--- src/rtl/vary_remap.sv ---
module vary_remap #(
  parameter int CW = 4,
  parameter int IW = 7,
  parameter int SW = 7
) (
  input  logic          clk,
  input  logic          rst_n,
  input  logic [CW-1:0] cfg_sm32,
  input  logic [CW-1:0] cfg_fl32,
  input  logic [CW-1:0] cfg_ln32,
  input  logic [CW-1:0] cfg_sm16,
  input  logic [CW-1:0] cfg_fl16,
  input  logic [CW-1:0] cfg_ln16,
  input  logic          cfg_z_en,
  input  logic          cfg_psize,
  input  logic [4:0]    cfg_nclip,
  input  logic          in_valid,
  input  logic [IW-1:0] in_idx,
  input  logic [31:0]   in_data,
  output logic          out_valid,
  output logic [SW-1:0] out_slot,
  output logic [31:0]   out_data,
  output logic          out_is16,
  output logic          done,
  output logic [SW-1:0] n32_slots
);
  localparam logic [IW-1:0] POS_WORDS = IW'(4);

  logic [IW-1:0] n32u, n16u, vend, last_idx, uoff;
  logic          is_user;

  assign n32u     = IW'(cfg_sm32) + IW'(cfg_fl32) + IW'(cfg_ln32);
  assign n16u     = IW'(cfg_sm16) + IW'(cfg_fl16) + IW'(cfg_ln16);
  assign vend     = POS_WORDS + n32u + n16u;
  assign last_idx = vend + IW'(cfg_psize) + IW'(cfg_nclip) - IW'(1);
  assign uoff     = in_idx - POS_WORDS;
  assign is_user  = (in_idx >= POS_WORDS) && (in_idx < vend);
  assign n32_slots = SW'(n32u) + SW'(1) + SW'(cfg_z_en);

  logic [31:0]   z_hold, d_data;
  logic          z_pend, d_valid, d_is16;
  logic [SW-1:0] d_slot;
  logic [2:0]    fin_sh;

  assign done = fin_sh[2];

  always_ff @(posedge clk) begin
    if (!rst_n) begin
      z_pend    <= 1'b0;
      d_valid   <= 1'b0;
      out_valid <= 1'b0;
      fin_sh    <= '0;
    end else begin
      fin_sh  <= {fin_sh[1:0], in_valid && (in_idx == last_idx)};
      z_pend  <= in_valid && (in_idx == IW'(3)) && cfg_z_en;
      d_valid <= in_valid && is_user;
      if (in_valid && in_idx == IW'(3)) begin
        out_valid <= 1'b1;
        out_slot  <= '0;
        out_data  <= in_data;
        out_is16  <= 1'b0;
      end else if (z_pend) begin
        out_valid <= 1'b1;
        out_slot  <= SW'(1);
        out_data  <= z_hold;
        out_is16  <= 1'b0;
      end else if (d_valid) begin
        out_valid <= 1'b1;
        out_slot  <= d_slot;
        out_data  <= d_data;
        out_is16  <= d_is16;
      end else begin
        out_valid <= 1'b0;
      end
    end
  end

  always_ff @(posedge clk) begin
    if (in_valid && in_idx == IW'(2)) z_hold <= in_data;
    d_slot <= SW'(uoff) + SW'(1) + SW'(cfg_z_en);
    d_data <= in_data;
    d_is16 <= uoff >= n32u;
  end

  assert_w_slot0_R2: assert property (@(posedge clk) disable iff (!rst_n)
    (in_valid && in_idx == IW'(3)) |=>
      (out_valid && out_slot == '0 && !out_is16 && out_data == $past(in_data)));

  assert_z_slot1_R3: assert property (@(posedge clk) disable iff (!rst_n)
    (in_valid && in_idx == IW'(3) && cfg_z_en) |=> ##1 (out_valid && out_slot == SW'(1)));

  assert_drop_tail_R8: assert property (@(posedge clk) disable iff (!rst_n)
    (in_valid && in_idx >= vend) |=> ##1 !out_valid);

  assert_is16_hi_R6: assert property (@(posedge clk) disable iff (!rst_n)
    (out_valid && out_slot >= n32_slots) |-> out_is16);

  assert_is16_lo_R6: assert property (@(posedge clk) disable iff (!rst_n)
    (out_valid && out_slot < n32_slots) |-> !out_is16);

  assert_done_pulse_R9: assert property (@(posedge clk) disable iff (!rst_n)
    done |=> !done);
endmodule

--- config.mk ---
export PLATFORM = sky130hd
export DESIGN_NAME = vary_remap
export DESIGN_NICKNAME = d
export VERILOG_FILES = /design/src/rtl/vary_remap.sv
export SDC_FILE = /design/constraint.sdc
export NUM_CORES = 1
export LEC_CHECK = 0
export ABC_AREA = 1
export BUFFER_PORTS_ARGS = -buffer_cell sky130_fd_sc_hd__buf_4
export CORE_ASPECT_RATIO = 0.7
export CORE_UTILIZATION = 49
export DETAILED_ROUTE_END_ITERATION = 10
export HOLD_SLACK_MARGIN = 0.06
export PLACE_DENSITY = 0.73
export SLEW_MARGIN = 40
export SYNTH_ARGS = -nofsm -noshare
export SYNTH_HDL_FRONTEND = slang
export SYNTH_SLANG_ARGS = --single-unit
--- constraint.sdc ---
create_clock -name clk -period 4.45 [get_ports clk]
set_input_delay 0.6675 -clock clk [delete_from_list [all_inputs] [get_ports clk]]
set_output_delay 0.6675 -clock clk [all_outputs]
set_load 0.01 [all_outputs]
-- Yosys cells after proc, flatten, opt, wreduce, memory -nomap -nowiden
Index checks and enable logic that the tools add are counted.
- input port bits: 73
- bits in registers: 118
- equality and inequality tests: 3
- add/subtract/negate cells: 14
- mux-type cells: 9
- magnitude comparators: 3
- reductions and logical operators: 9
- operators with widths (cell ; number):
    32-bit 2-to-1 mux ; 3
    7-bit by 1-bit adder with 7-bit output ; 3
    7-bit by 2-bit == test with 1-bit output (second input constant) ; 2
    5-bit by 4-bit adder with 6-bit output ; 2
    4-bit by 4-bit adder with 5-bit output ; 2
    3-bit by 6-bit adder with 7-bit output (first input constant) ; 1
    6-bit by 1-bit adder with 7-bit output (second input constant) ; 1
    7-bit by 1-bit adder with 7-bit output (second input constant) ; 1
    7-bit by 5-bit adder with 7-bit output ; 1
    7-bit by 6-bit adder with 7-bit output ; 1
    7-bit == test ; 1
    7-bit by 3-bit >= comparator with 1-bit output (second input constant) ; 1
    7-bit by 6-bit >= comparator with 1-bit output ; 1
    7-bit < comparator ; 1
    7-bit 2-to-1 mux ; 1
    7-bit by 1-bit subtractor with 7-bit output (second input constant) ; 1
    7-bit by 3-bit subtractor with 7-bit output (second input constant) ; 1
    1-bit logical AND ; 6
    1-bit 2-to-1 mux ; 5
    3-bit nonzero test ; 1
    2-bit AND reduction ; 1
    2-bit OR reduction ; 1

-- Logic depth before layout (Yosys ltp)
- word-level depth: 9
- mapped depth: 23
- depth with buffers taken out: 23

-- Least setup slack after synthesis
No wires, ideal clock.
- path type: input to register
- start: in cfg_sm32[1]
- end: reg fin_sh[0]
- buffers on the path: 0
- cell stages on the path: 21
- arrival: 4540 ps
- setup time: 111 ps
- slack: -201 ps
- cell sequence: inv_1 fa_1 inv_1 ha_1 inv_1 fa_1 fa_1 inv_1 ha_1 fa_1 inv_1 ha_1 inv_1 ha_1 a21oi_1 nand2_1 nand2_1 nand2_1 xor2_1 nand3_1 nor2_1
- cells in the longest elaborated chain, start to end: 9
- ends and longest elaborated chain (item ; line ; text):
    start, declared ; 8 ; input logic [CW-1:0] cfg_sm32,
    4-bit by 4-bit adder with 5-bit output ; 32 ; assign n32u = IW'(cfg_sm32) + IW'(cfg_fl32) + IW'(cfg_ln32);
    5-bit by 4-bit adder with 6-bit output ; 32 ;
    3-bit by 6-bit adder with 7-bit output ; 34 ; assign vend = POS_WORDS + n32u + n16u;
    7-bit by 6-bit adder with 7-bit output ; 34 ;
    7-bit by 1-bit adder with 7-bit output ; 35 ; assign last_idx = vend + IW'(cfg_psize) + IW'(cfg_nclip) - IW'(1);
    7-bit by 5-bit adder with 7-bit output ; 35 ;
    7-bit by 1-bit subtractor with 7-bit output ; 35 ;
    7-bit == test ; 54 ; fin_sh <= {fin_sh[1:0], in_valid && (in_idx == last_idx)};
    1-bit logical AND ; 54 ;
    end signal, assigned ; 54 ;
    end, declared ; 43 ; logic [2:0] fin_sh;
No other way between the ends.
A chain may end at the register's enable or synchronous reset.

-- Final worst setup path
- start: in cfg_sm32[2]
- end: reg fin_sh[0]
The elaborated chain is that of the path after synthesis.

==> impl_metrics.toml <==
[synth]
ys_types = 32
synth_top_cell_area_share = 0.380
ys_top_cells_by_area = "edfxtp_1 38%, dfxtp_1 16%, ha_1 9.5%, nand2_1 6.5%, inv_1 5.8%"
synth_seq_area_share = 0.542
synthesis.area_mm2 = 0.00569
ys_ff_latch = 118
yosysWarningCount = 0
avgSynthCellArea_um2 = 10.2
yosys.area.top_type = "edfxtp_1"
synth_nets = 685
synthCells = 556

[grt]
antenna_found_initial = 0
grt_first_pass_wirelength_um = 19600
grt-ovfl-total = 0
first_global_vias = 4007
track_usage = 0.219
grt_max_degree = 67

[setup_path]
worst_ep_arrival_time_ns = 4.59
crit_fanout = 6
r2r-end = "out_slot[0]"
cp_cell_sequence = "buf_4, fa_1, ha_1, a21oi_1, o21ai_0, xnor2_1, ha_1, ha_1, ha_1, xnor2_1, xor2_1, ha_1, nand3b_1, nand2_1, xor2_1, nand3_1, nor2_1"
required_ns = 4.79
path_common_cell = "ha_1"
crit_path_start_kind = "input port"
cp_slowest_cell = "fa_1"
cp-end-kind = "register"
ff2ff_path_depth = 6
r2r-start = "z_pend"
criticalPathCategory = "in2reg"
cpPeakStageDelay_ns = 0.50
regToRegSetupSlack_ns = 2.53

[clock_network]
post_cts_buffers = 0
clock_tree.root_cell = "clkbuf_16"
hold_buffers = 0
cts_max_level = 4
cts_sinks = 118
cts_tree = "done"
numCtsBuffers = 17
clkLatencyLatePin_ns = 0.41
clockBufferDepth = 2
clk_pin_slew_worst_paths_ns = 0.06

[min_path]
hold_depth = 1
hp-class = "in2reg"
holdCritStartpoint = "in_data[20]"
whs_endpoint = "d_data[20]"

[detailed_routing]
wl_per_cell_um = 14.3
drtPass1Iterations = 5
drt_wl_total_um = 12300
vias = 4239
via_per_inst = 4.94
drtAntennaViolNets = 0
drtIter0Drc = 348
drc = 0

[place]
place.gp.congestion = 0.926
placed_area_mm2 = 0.00678
hpwl_um = 8810
port_buffers = 120

[power]
power_density_mw_per_mm2 = 584
leakage_nw = 3.44
ir_drop_mv = 0.474

[sta]
fin_skew_ns = 0.00772
min_period_ns = 4.25
min_period_over_period = 0.954
tns_ns = 0
slew_viol_final = 0
setup_violations = 0
worst_slew_pin_slew_ns = 0.685
slew_headroom = 0.543
fmax_ghz = 0.235
hold_violations = 0

[floorplanning]
die_x_um = 131
dieArea_mm2 = 0.0120
core_area_mm2 = 0.0112
row_count = 32
start_util = 0.509
die_h_um = 92.1
pin_count = 122

[cells_and_area]
fin_area_mm2 = 0.00743
final_nets = 821
layout-drive-gt1-share = 0.265
fill_cells = 879
syn_to_final_growth_pct = 30.6
final_cell_mix = "132 x buf_4, 97 x nand2_1, 86 x inv_1, 72 x edfxtp_1, 52 x nor2_1"
final_common_cell = "buf_4"
diodes = 0

[run]
maxCapViolCount = 0

[outcome]
status = "complete, no violations"
==> power by group <==
part           leakage (nW)  internal, W  switching (W)
sequential             1.04      0.00126      0.0000236
clock                 0.277     0.000861       0.000485
combinational          2.13     0.000773       0.000931
==> worst max-delay path: cells and delay by family <==
kind            cells  cell delay, ns
compound gates      2            0.30
fa+ha+maj           6            2.11
xor+xnor            4            0.96
simple gates        4            0.43
buf+inv             1            0.11
==> worst max-delay path by stage <==
| stage | startpoint | endpoint | cells after the start |
|---|---|---|---|
| after detailed placement | cfg_sm32[1] | fin_sh[0] | 22 |
| final | cfg_sm32[2] | fin_sh[0] | 17 |
| after global placement | cfg_sm32[1] | fin_sh[0] | 22 |
| after global routing | cfg_sm32[2] | fin_sh[0] | 17 |
| after floorplan | cfg_sm32[1] | fin_sh[0] | 21 |
| after CTS | cfg_sm32[1] | fin_sh[0] | 22 |
==> registers in the layout, summed over array words and instances (netlist names) <==
signal and count:
d_data 32, out_data 32, z_hold 32, d_slot 7
out_slot 7, fin_sh 3, d_is16 1, d_valid 1
out_is16 1, out_valid 1, z_pend 1
==> metal layers <==
metal | vias up | global-route usage | wire, um
met5 | - | 0 | 0
met4 | 0 | 0.0862 | 216
met3 | 21 | 0.0583 | 763
met2 | 150 | 0.321 | 5570
met1 | 1959 | 0.306 | 5720
li1 | 2109 | - | -
==> cells in the mapped netlist <==
master / number
o21ai_0: 4
nor2_2: 1
inv_1: 88
nor4_1: 1
nand4_1: 4
nand3b_1: 3
ha_1: 43
nor2_1: 53
o21bai_1: 1
nand3_1: 30
edfxtp_1: 72
nor3_2: 2
a21oi_1: 14
buf_4: 1
buf_6: 5
nand2_1: 99
buf_8: 1
clkbuf_1: 6
nand2_2: 1
xnor2_1: 11
xor2_1: 9
inv_2: 4
o211ai_1: 3
dfxtp_1: 46
a21oi_2: 1
nor3_1: 2
nand2_4: 1
fa_1: 13
conb_1: 1
buf_2: 2
or2_2: 1
a31oi_1: 33
==> final cells by class <==
cell class	instances	area, um2	share of cell area
clock buffers	19	454	0.0612
clock inverters	13	146	0.0197
inverters	92	345	0.0465
multi-input cells	331	2210	0.298
flip-flops and latches	118	3080	0.415
well taps	153	191	0.0258
repair buffers	132	991	0.133
==> logic make-up after synthesis <==
| family | share of synthesized area |
|---|---|
| xor+xnor | 0.0308 |
| other cells | 0.000659 |
| buf+inv | 0.0803 |
| fa+ha+maj | 0.140 |
| compound gates | 0.0590 |
| flops | 0.542 |
| simple gates | 0.147 |
==> per-stage QoR <==
stage                     power (W)  utilization  instances  hold slack [ns]  worst slack [ns]
after floorplan             0.00236            -        556            0.390            -0.181
after global placement      0.00278        0.607        826            0.404            -0.338
after detailed placement    0.00286        0.607        826            0.413            -0.505
after CTS                   0.00425        0.662        858            0.364            0.0281
after global routing        0.00461        0.665        858            0.360           -0.0735
final                       0.00433        0.665        858            0.377             0.203
==> repair_timing <==
action | 4_1_cts | 5_1_grt
gates cloned | 0 | 0
pin swaps | 0 | 7
endpoints found under the hold margin | 0 | 0
endpoints found under the setup margin | 1 | 1
gates resized for setup | 2 | 8
Power figures use the tool's default switching activity.
